--- src/rtl/cbc_pkg.sv ---
package cbc_pkg;

  // One closed PWM period, reported at the rising edge that ends it
  typedef struct packed {
    logic fire;     // an armed period has just ended
    logic had_oc;   // that period contained at least one trip
  } cbc_period_t;

  function automatic int unsigned cbc_width(input int unsigned v);
    return (v > 1) ? $clog2(v) : 1;
  endfunction

endpackage

--- src/rtl/cbc_rst_sync.sv ---
module cbc_rst_sync (
  input  logic clk,
  input  logic rst_n,
  output logic rst_sync_n
);

  logic stage_q;
  logic hold_q;

  always_ff @(posedge clk or negedge rst_n) begin
    if (!rst_n) begin
      stage_q <= 1'b0;
      hold_q  <= 1'b0;
    end else begin
      stage_q <= 1'b1;
      hold_q  <= stage_q;
    end
  end

  assign rst_sync_n = hold_q;

endmodule

--- src/rtl/cbc_period_track.sv ---
module cbc_period_track
  import cbc_pkg::*;
(
  input  logic        clk,
  input  logic        rst_ni,
  input  logic        srst,
  input  logic        pwm_in,
  input  logic        oc_flag,
  output cbc_period_t evt,
  output logic        armed_nx,
  output logic        blank_nx
);

  logic pwm_q;
  logic armed_q, armed_d;
  logic trip_q, trip_d;
  logic rise;
  logic trip_en;

  assign rise = pwm_in & ~pwm_q;

  always_comb begin
    armed_d    = armed_q;
    trip_d     = trip_q | oc_flag;
    evt.fire   = rise & armed_q & ~srst;
    evt.had_oc = trip_q;
    if (srst) begin
      armed_d = 1'b0;
      trip_d  = 1'b0;
    end else if (rise) begin
      armed_d = 1'b1;
      trip_d  = oc_flag;
    end
  end

  assign trip_en  = srst | rise | oc_flag;
  assign armed_nx = armed_d;
  assign blank_nx = trip_d;

  always_ff @(posedge clk or negedge rst_ni) begin
    if (!rst_ni) begin
      pwm_q   <= 1'b0;
      armed_q <= 1'b0;
      trip_q  <= 1'b0;
    end else begin
      pwm_q <= pwm_in;
      if (srst | rise) armed_q <= armed_d;
      if (trip_en)     trip_q  <= trip_d;
    end
  end

endmodule

--- src/rtl/cbc_overload_cnt.sv ---
module cbc_overload_cnt
  import cbc_pkg::*;
#(
  parameter int unsigned THRESH = 1000,
  parameter int unsigned M_UP   = 1,
  parameter int unsigned N_DN   = 1,
  localparam int unsigned CNT_W = $clog2(THRESH + 1)
)(
  input  logic             clk,
  input  logic             rst_ni,
  input  logic             srst,
  input  cbc_period_t      evt,
  output logic [CNT_W-1:0] cnt_q,
  output logic             shut_q,
  output logic             shut_nx
);

  localparam int unsigned UP_W = cbc_width(M_UP);
  localparam int unsigned DN_W = cbc_width(N_DN);
  localparam logic [UP_W-1:0]  UP_LAST = UP_W'(M_UP - 1);
  localparam logic [DN_W-1:0]  DN_LAST = DN_W'(N_DN - 1);
  localparam logic [CNT_W-1:0] TH_V    = CNT_W'(THRESH);

  logic [CNT_W-1:0] cnt_d;
  logic [UP_W-1:0]  up_q, up_d;
  logic [DN_W-1:0]  dn_q, dn_d;
  logic             shut_d;
  logic             cnt_en;

  always_comb begin
    cnt_d = cnt_q;
    up_d  = up_q;
    dn_d  = dn_q;
    if (srst) begin
      cnt_d = '0;
      up_d  = '0;
      dn_d  = '0;
    end else if (evt.fire && !shut_q) begin
      if (evt.had_oc) begin
        if (up_q == UP_LAST) begin
          cnt_d = cnt_q + CNT_W'(1);
          up_d  = '0;
          dn_d  = '0;
        end else begin
          up_d = up_q + UP_W'(1);
        end
      end else if (cnt_q != '0) begin
        if (dn_q == DN_LAST) begin
          cnt_d = cnt_q - CNT_W'(1);
          up_d  = '0;
          dn_d  = '0;
        end else begin
          dn_d = dn_q + DN_W'(1);
        end
      end
    end
    shut_d = srst ? 1'b0 : (shut_q | (cnt_d == TH_V));
  end

  assign cnt_en  = srst | evt.fire;
  assign shut_nx = shut_d;

  always_ff @(posedge clk or negedge rst_ni) begin
    if (!rst_ni) begin
      cnt_q  <= '0;
      up_q   <= '0;
      dn_q   <= '0;
      shut_q <= 1'b0;
    end else if (cnt_en) begin
      cnt_q  <= cnt_d;
      up_q   <= up_d;
      dn_q   <= dn_d;
      shut_q <= shut_d;
    end
  end

endmodule

--- src/rtl/cbc_drive_gate.sv ---
module cbc_drive_gate (
  input  logic clk,
  input  logic rst_ni,
  input  logic pwm_in,
  input  logic armed_nx,
  input  logic blank_nx,
  input  logic shut_nx,
  output logic drive_q
);

  logic drive_d;

  always_comb begin
    drive_d = pwm_in & armed_nx & ~blank_nx & ~shut_nx;
  end

  always_ff @(posedge clk or negedge rst_ni) begin
    if (!rst_ni) drive_q <= 1'b0;
    else         drive_q <= drive_d;
  end

endmodule

--- src/rtl/cbc_overload_guard.sv ---
module cbc_overload_guard
  import cbc_pkg::*;
#(
  parameter int unsigned THRESH = 1000,
  parameter int unsigned M_UP   = 1,
  parameter int unsigned N_DN   = 1,
  localparam int unsigned CNT_W = $clog2(THRESH + 1)
)(
  input  logic             clk,
  input  logic             rst_n,
  input  logic             srst,
  input  logic             pwm_in,
  input  logic             oc_flag,
  output logic             drive_en,
  output logic             shutdown,
  output logic [CNT_W-1:0] ovl_count
);

  logic        rst_ni;
  cbc_period_t evt;
  logic        armed_nx;
  logic        blank_nx;
  logic        shut_nx;

  cbc_rst_sync u_rst (
    .clk        (clk),
    .rst_n      (rst_n),
    .rst_sync_n (rst_ni)
  );

  cbc_period_track u_track (
    .clk      (clk),
    .rst_ni   (rst_ni),
    .srst     (srst),
    .pwm_in   (pwm_in),
    .oc_flag  (oc_flag),
    .evt      (evt),
    .armed_nx (armed_nx),
    .blank_nx (blank_nx)
  );

  cbc_overload_cnt #(
    .THRESH (THRESH),
    .M_UP   (M_UP),
    .N_DN   (N_DN)
  ) u_cnt (
    .clk     (clk),
    .rst_ni  (rst_ni),
    .srst    (srst),
    .evt     (evt),
    .cnt_q   (ovl_count),
    .shut_q  (shutdown),
    .shut_nx (shut_nx)
  );

  cbc_drive_gate u_gate (
    .clk      (clk),
    .rst_ni   (rst_ni),
    .pwm_in   (pwm_in),
    .armed_nx (armed_nx),
    .blank_nx (blank_nx),
    .shut_nx  (shut_nx),
    .drive_q  (drive_en)
  );

endmodule

--- config.mk ---
export PLATFORM = sky130hd
export DESIGN_NAME = cbc_overload_guard
export DESIGN_NICKNAME = d
export VERILOG_FILES = /design/src/rtl/cbc_pkg.sv /design/src/rtl/cbc_rst_sync.sv /design/src/rtl/cbc_period_track.sv /design/src/rtl/cbc_overload_cnt.sv /design/src/rtl/cbc_drive_gate.sv /design/src/rtl/cbc_overload_guard.sv
export SDC_FILE = /design/constraint.sdc
export NUM_CORES = 1
export LEC_CHECK = 0
export ABC_AREA = 1
export CAP_MARGIN = 10
export CORE_AREA = 5 5 53 55
export DETAILED_ROUTE_END_ITERATION = 7
export DIE_AREA = 0 0 58 60
export GPL_TIMING_DRIVEN = 0
export MAX_ROUTING_LAYER = met4
export PLACE_DENSITY = 0.76
export SLEW_MARGIN = 20
export SYNTH_ARGS = -nofsm -noshare
export SYNTH_HDL_FRONTEND = slang
export SYNTH_SLANG_ARGS = --single-unit
--- constraint.sdc ---
create_clock -name clk -period 0.8 [get_ports clk]
set_clock_uncertainty 0.1 [all_clocks]
set_input_delay 0.16 -clock clk [delete_from_list [all_inputs] [get_ports clk]]
set_output_delay 0.16 -clock clk [all_outputs]
set_load 0.01 [all_outputs]
==> results.toml, run 1 <==
[floorplanning]
pin_count = 17
rows = 18
core_area_um2 = 2342
die_y_um = 60
fp.dieW_um = 58
dieArea_um2 = 3480
start_util = 0.4941

[synth]
synth.yosys.warnings = 0
async_reset_ff_frac = 1.000
syn_avg_cell_area_um2 = 6.729
synth-edff-count = 0
ys.flop_type = "dfrtp_1"
synth_top_area_frac = 0.3676
netlist_area_um2 = 1157
synth_area_leaders = "dfrtp_1, nand2_1, nand3_1"
synth_nets = 179
netlist.top_cell.by_area = "dfrtp_1"
synth-seq-area-share = 0.3676
synth_cell_type_count = 23
synth-seq-cells = 17
syn_inst = 172

[finish]
stdcell_count = 258
nets = 236
multi_input_area_um2 = 833.3
antenna_cells = 0
final_core_util = 0.8333
drive_gt1_frac = 0.5132
fill_cells = 120
syn_to_final_growth_pct = 68.65
seqCellArea_um2 = 436.7

[sta]
period_minus_slack_ns = 2.041
setup_slack_ns = -1.241
setup_tns_ns = -16.97
fin_crit_sh = 2.551
rsz0062_at_grt = "yes"
hold_violations = 0
setup_viol = 26
max_freq_mhz = 490.0
drv_slew = 0

[clocking]
cts_tree = "built"
path_clk_slew_ns = 0.10
clock-root-buffer = "clkbuf_4"
clkLatencyLatePin_ns = 0.29
cts.sinks = 17
cts.path.max_buffers = 2
cts_made_buffers = 3
htree_levels = 1

[critical_path]
cp_common_cell = "nand2_1"
cp_slowest_stage_delay_ns = 0.44
r2r-end = "u_gate.drive_q"
worstRegToRegCells = 15
r2r_slack_ns = -1.24
path_class = "register to register"
path_cells = "inv_2 > buf_4 > nand3_4 > nand2_1 > nand2_1 > inv_1 > nand3_4 > nand2_1 > nand2_1 > nor2_2 > nand2_1 > nor2_2 > nand3_2 > nand2_2 > nor2_1"
timing.rr.start = "u_cnt.cnt_q[0]"
startpoint_type = "register"
crit_arrival_ns = 2.14
crit_fanout = 3
end_kind = "register"
cpMaxStageDelayCell = "dfrtp_2"
worstPathRequired_ns = 0.90

[drt]
firstDrtPassIters = 4
drt_wl_total_mm = 4.178
antenna_left = 0
routedWlPerCell_um = 16.19
vias = 1445
drtIter0Drc = 75
viasPerCell = 5.601
remaining_drc_errors = 0

[placed_design]
dpl_worst_slack_ns = -1.489
dpl.hpwl_mm = 2.166
numPlacedInstances = 218
place_congestion = 0.8903
port_buffers = 16

[pwr]
vdd_drop_max_uv = 1182
cellPowerDensity_nw_per_um2 = 898.0
leakagePower_uw = 0.0009768

[grt]
grt_usage = 0.2109
grt_max_degree = 16
grt-ovfl-total = 0
antenna_found_initial = 0
grt_pass1_wl_mm = 5.478
grt_pass1_vias = 1303

[worst_hold_path]
min_path_type = "register to asynchronous set/reset pin"

[outcome]
violations = "negative setup slack"
status = "finished, violations left"

[run]
maxCapViolations = 0
synth_stat cells, types with 3 or more instances:
cell / instances
nor2_1: 26
nand2_1: 46
nand3_1: 26
dfrtp_1: 17
inv_1: 25
nor2_2: 4
inv_2: 3
o21ai_0: 5
stage by stage:
step | cell area (um2) | hold WS [ns] | total power [uW]
after floorplan | 1217 | -0.2356 | 1096
after global placement | 1415 | 0.1563 | 1169
after detailed placement | 1415 | 0.1607 | 1177
after CTS | 1705 | 0.07352 | 1677
after global routing | 1952 | 0.09376 | 1826
final | 1952 | 0.06471 | 1753
logic make-up (layout without fill, tap and decap cells):
family | Yosys count | in the layout | synth area share
other cells | 1 | 1 | 0.003240
buf+inv | 30 | 86 | 0.1016
simple gates | 111 | 111 | 0.4422
flops | 17 | 17 | 0.3676
xor+xnor | 1 | 1 | 0.007569
compound gates | 10 | 10 | 0.05621
fa+ha+maj | 2 | 2 | 0.02162
routing by layer:
layer / part of all wire / vias up / global-route usage
met4: 0.035 / 0 / 0.1258
met1: 0.38 / 694 / 0.2339
li1: - / 646 / -
met5: 0 / - / -
met2: 0.52 / 87 / 0.3613
met3: 0.068 / 18 / 0.02808
where the power goes:
group	leakage, uW	internal [uW]	switching, uW
registers	0.000214	881	30.5
logic	0.000745	151	224
clock network	0.0000177	186	280
total	0.000977	1220	535
how the worst max path moves through the flow:
stage | startpoint | endpoint | slack, ns | depth (start not counted)
2_1_floorplan | u_cnt.shut_q | u_gate.drive_q | -0.94 | 14
3_3_place_gp | pwm_in | u_gate.drive_q | -1.41 | 14
3_5_place_dp | pwm_in | u_gate.drive_q | -1.49 | 14
4_1_cts | u_cnt.cnt_q[1] | u_gate.drive_q | -1.13 | 14
5_1_grt | u_cnt.cnt_q[0] | u_cnt.shut_q | -1.40 | 14
6_report | u_cnt.cnt_q[0] | u_gate.drive_q | -1.24 | 15
flip-flops by register name (all words and copies together) (netlist names):
register,count
u_track.pwm_q,1
u_track.armed_q,1
u_cnt.cnt_q,10
u_gate.drive_q,1
u_track.trip_q,1
u_cnt.shut_q,1
u_rst.rst_sync_n,1
u_rst.stage_q,1
critical path: cells and delay by family (launching register included):
family        cells  cell delay, ns
buf+inv           3            0.30
flops             1            0.44
simple gates     12            1.08
repair_timing:
item / 4_1_cts / 5_1_grt
hold endpoints to repair: 2 / 0
resized for setup: 75 / 36
pin swaps: 13 / 15
setup endpoints to repair: 28 / 26
hold buffers: 1 / 0
setup buffers: 20 / 17
cell usage in the layout (no fill, tap or decap), types with 2 or more instances in the layout:
cell type,count
buf_12,2
nand2_2,7
nor2_2,11
nand3_4,5
nand2_4,4
buf_6,20
inv_1,22
nand4_1,2
nand2_1,37
nand3_1,13
buf_4,23
o21ai_0,3
nor2_4,4
dfrtp_2,9
clkbuf_4,3
clkdlybuf4s50_1,4
o21ai_2,2
nor2_1,16
inv_2,6
a21oi_2,3
buf_2,3
nand3_2,10
dfrtp_1,8
final cells by class:
| cell class | instances | share of cell area |
|---|---|---|
| Multi-Input combinational cell | 125 | 0.4269 |
| Timing Repair Buffer | 52 | 0.2538 |
| Clock buffer | 3 | 0.01154 |
| Sequential cell | 17 | 0.2237 |
| Inverter | 28 | 0.05385 |
| Tap cell | 30 | 0.01923 |
| Buffer | 2 | 0.008333 |
| Clock inverter | 1 | 0.002564 |
No activity file was read; power rests on OpenSTA's default activity.
==> run 2, diff against run 1 <==
--- a/config.mk
+++ b/config.mk
@@ -8,6 +8,7 @@
 export ABC_AREA = 1
 export CAP_MARGIN = 10
 export CORE_AREA = 5 5 53 55
+export CTS_CLUSTER_SIZE = 12
 export DETAILED_ROUTE_END_ITERATION = 7
 export DIE_AREA = 0 0 58 60
 export GPL_TIMING_DRIVEN = 0
==> results of run 2 <==
The final DEF is identical to that of run 1; final timing and power are the same.
==> run 3, diff against run 2 <==
--- a/config.mk
+++ b/config.mk
@@ -7,14 +7,14 @@
 export LEC_CHECK = 0
 export ABC_AREA = 1
 export CAP_MARGIN = 10
-export CORE_AREA = 5 5 53 55
+export CORE_AREA = 5 5 55 57
 export CTS_CLUSTER_SIZE = 12
 export DETAILED_ROUTE_END_ITERATION = 7
-export DIE_AREA = 0 0 58 60
-export GPL_TIMING_DRIVEN = 0
+export DIE_AREA = 0 0 60 62
 export MAX_ROUTING_LAYER = met4
-export PLACE_DENSITY = 0.76
+export PLACE_DENSITY = 0.75
 export SLEW_MARGIN = 20
 export SYNTH_ARGS = -nofsm -noshare
 export SYNTH_HDL_FRONTEND = slang
+export SYNTH_HIERARCHICAL = 1
 export SYNTH_SLANG_ARGS = --single-unit
==> run 3 against run 2 <==
Against the previous run:
- the flow finishes with violations (negative hold slack, negative setup slack)
- largest power group unchanged
- critical path type unchanged
- global-route usage grew 3.4 points
- combinational power grew 34%
- cell area grew 4.8%
- fmax shrank 11%
- critical path depth grew 2
- die area grew 6.9%
- area after synthesis grew 8.6%
==> results.toml, run 3 <==
[outcome]
status = "finished, violations left"
violations = "negative hold slack, negative setup slack"

[critical_path]
crit_fanout = 6
path_buf_inv = 4
startpoint_type = "register"
path_cells = "inv_1 > nor3_4 > inv_2 > nor2_4 > nand3_2 > nor2_2 > nand3_1 > nand2_1 > inv_2 > nor2_4 > nand2_1 > nor2_2 > nand2_2 > a21oi_2 > inv_1 > nand2_1 > nor2_2"
end_kind = "register"
path_class = "register to register"
crit_arrival_ns = 2.38
cpMaxStageDelayCell = "dfrtp_1"
cp_slowest_stage_delay_ns = 0.35
cpLargestDelayFamily = "simple AND/OR/NAND/NOR gates"
worstPathRequired_ns = 0.90

[run]
maxCapViolations = 0

[drt]
remaining_drc_errors = 0
drtIter0Drc = 132
viasPerCell = 5.664
firstDrtPassIters = 5
routedWlPerCell_um = 17.20
vias = 1586
drt_wl_total_mm = 4.816
antenna_left = 0

[pwr]
p_seq_frac = 0.479
leakagePower_uw = 0.001053
combinationalPowerShare = 0.270
p_sw_frac = 0.3052
vdd_drop_max_uv = 1232
power.internal_uw = 1301
cellPowerDensity_nw_per_um2 = 915.6
p_sw_uw = 571.6
clkPwrFrac = 0.251

[placed_design]
dpl_worst_slack_ns = -1.635
dpl.hpwl_mm = 2.876
numPlacedInstances = 262
port_buffers = 16
place_congestion = 0.9288

[grt]
grt_pass1_vias = 1419
grt_usage = 0.2445
grt_max_degree = 11
grt-ovfl-total = 0
antenna_found_initial = 0
grt_pass1_wl_mm = 6.589

[sta]
max_freq_mhz = 438.1
hold_violations = 3
drv_slew = 0
setup_tns_ns = -18.04
fin_crit_sh = 2.853
holdWs_ns = -0.03428
rsz0062_at_grt = "yes"
period_minus_slack_ns = 2.282
setup_slack_ns = -1.482
setup_viol = 26

[finish]
stdcell_count = 280
antenna_cells = 0
final_core_util = 0.8410
syn_to_final_growth_pct = 62.69
drive_gt1_frac = 0.5160
final_common_cell = "nand2_1"
fill_cells = 132
final_cell_mix = "nand2_1, buf_4, buf_6"
regMostFlops = "u_cnt/cnt_q"
largest_reg_flops = 10
nets = 258

[worst_hold_path]
min_path_type = "register to asynchronous set/reset pin"

[clocking]
holdBufCountCts = 1
cts_tree = "built"
clkLatencyLatePin_ns = 0.29
htree_levels = 1
cts_made_buffers = 3
cts.path.max_buffers = 2
path_clk_slew_ns = 0.10
clock-root-buffer = "clkbuf_4"
cts.sinks = 17

[floorplanning]
core_area_um2 = 2432
pin_count = 17
dieArea_um2 = 3720
fp.dieW_um = 60
die_y_um = 62
rows = 18
start_util = 0.5170

[synth]
synth_area_leaders = "dfrtp_1, nand2_1, inv_1"
netlist.top_cell.by_area = "dfrtp_1"
synth_top_area_frac = 0.3383
synth-seq-cells = 17
ys.flop_type = "dfrtp_1"
synth-edff-count = 0
synth_most_common_cell = "nand2_1"
syn_avg_cell_area_um2 = 6.909
async_reset_ff_frac = 1.000
synth_cell_type_count = 26
synth-seq-area-share = 0.3383
synthTopCellsByCount = "nand2_1, inv_1, dfrtp_1"
netlist_area_um2 = 1257
syn_inst = 182
synth.yosys.warnings = 6
synth_nets = 189
-- run 3: changes by cell type after synthesis, moves of 2 or more --
cell     delta
nor2_1     -14
nand3_1    -10
a21oi_1     +9
nand4_1     +6
nand2_2     +5
buf_6       +4
nor2_2      +4
inv_1       +3
nand2_1     -3
nor2_4      +2
-- run 3: power groups by stage --
stage / Clock (uW) / Sequential, uW / Combinational (uW)
after floorplan: 0 / 921 / 224
after global placement: 0 / 911 / 373
after detailed placement: 0 / 911 / 385
after CTS: 458 / 896 / 422
after global routing: 529 / 900 / 544
final: 470 / 898 / 505
-- run 3: path summary, 6_finish.rpt --
kind / start / endpoint / slack [ns] / cells after the start
worst min-delay path: u_rst/rst_sync_n / u_cnt/cnt_q[4] / -0.03 / 0
worst max-delay path: u_track/armed_q / u_gate/drive_q / -1.48 / 17
min in group clk: u_rst/stage_q / u_rst/rst_sync_n / 0.28 / 0
worst min register to register: u_rst/rst_sync_n / u_cnt/cnt_q[4] / -0.03 / 0
max in group asynchronous: rst_n / u_rst/stage_q / 0.02 / 2
worst max register to register: u_track/armed_q / u_gate/drive_q / -1.48 / 17
-- run 3: cell families (layout without fill, tap and decap cells) --
family / after synthesis / count (layout) / share of synthesized area
flip-flops: 17 / 17 / 0.3383
AO/OA/AOI/OAI: 20 / 20 / 0.08259
AND/OR/NAND/NOR: 101 / 101 / 0.4000
other: 1 / 1 / 0.002982
XOR/XNOR: 1 / 1 / 0.006966
adder cells (fa/ha/maj): 2 / 2 / 0.01990
buffers and inverters: 40 / 108 / 0.1492
-- run 3: worst register-to-register path, stage by stage, from the launching register on --
cell and delay (ns):
dfrtp_1 0.35, inv_1 0.10, nor3_4 0.22, inv_2 0.07
nor2_4 0.19, nand3_2 0.12, nor2_2 0.13, nand3_1 0.09
nand2_1 0.09, inv_2 0.06, nor2_4 0.12, nand2_1 0.09
nor2_2 0.11, nand2_2 0.08, a21oi_2 0.11, inv_1 0.05
nand2_1 0.07, nor2_2 0.03
-- run 3: per-stage QoR --
stage | total power, uW | hold WS (ns) | instance area (um2)
finish | 1873 | -0.03428 | 2046
global route | 1972 | -0.009580 | 2046
CTS | 1777 | -0.02217 | 1892
detailed placement | 1297 | -0.03429 | 1727
global placement | 1283 | -0.03835 | 1727
floorplan | 1146 | -0.2356 | 1292
-- run 3: area by class of cell --
type                       instances  area (um2)  area share
inverter                          34       130.1     0.06361
timing repair buffer              70       634.4      0.3101
sequential                        17       427.9      0.2092
clock buffer                       4       26.28     0.01284
multi-input combinational        125       789.5      0.3859
tap                               30       37.54     0.01835
-- run 3: repair_timing --
action | CTS | global route
setup buffers | 3 | 12
pin swaps | 2 | 15
hold endpoints to repair | 5 | 3
setup endpoints to repair | 26 | 26
gates resized for setup | 90 | 24
-- run 3: layer usage --
| layer | track usage | vias up | wire length [um] |
|---|---|---|---|
| li1 | - | 711 | - |
| met3 | 0.04339 | 32 | 395 |
| met4 | 0.1013 | 0 | 339 |
| met5 | - | - | 0 |
| met1 | 0.2806 | 742 | 1765 |
| met2 | 0.4213 | 101 | 2316 |
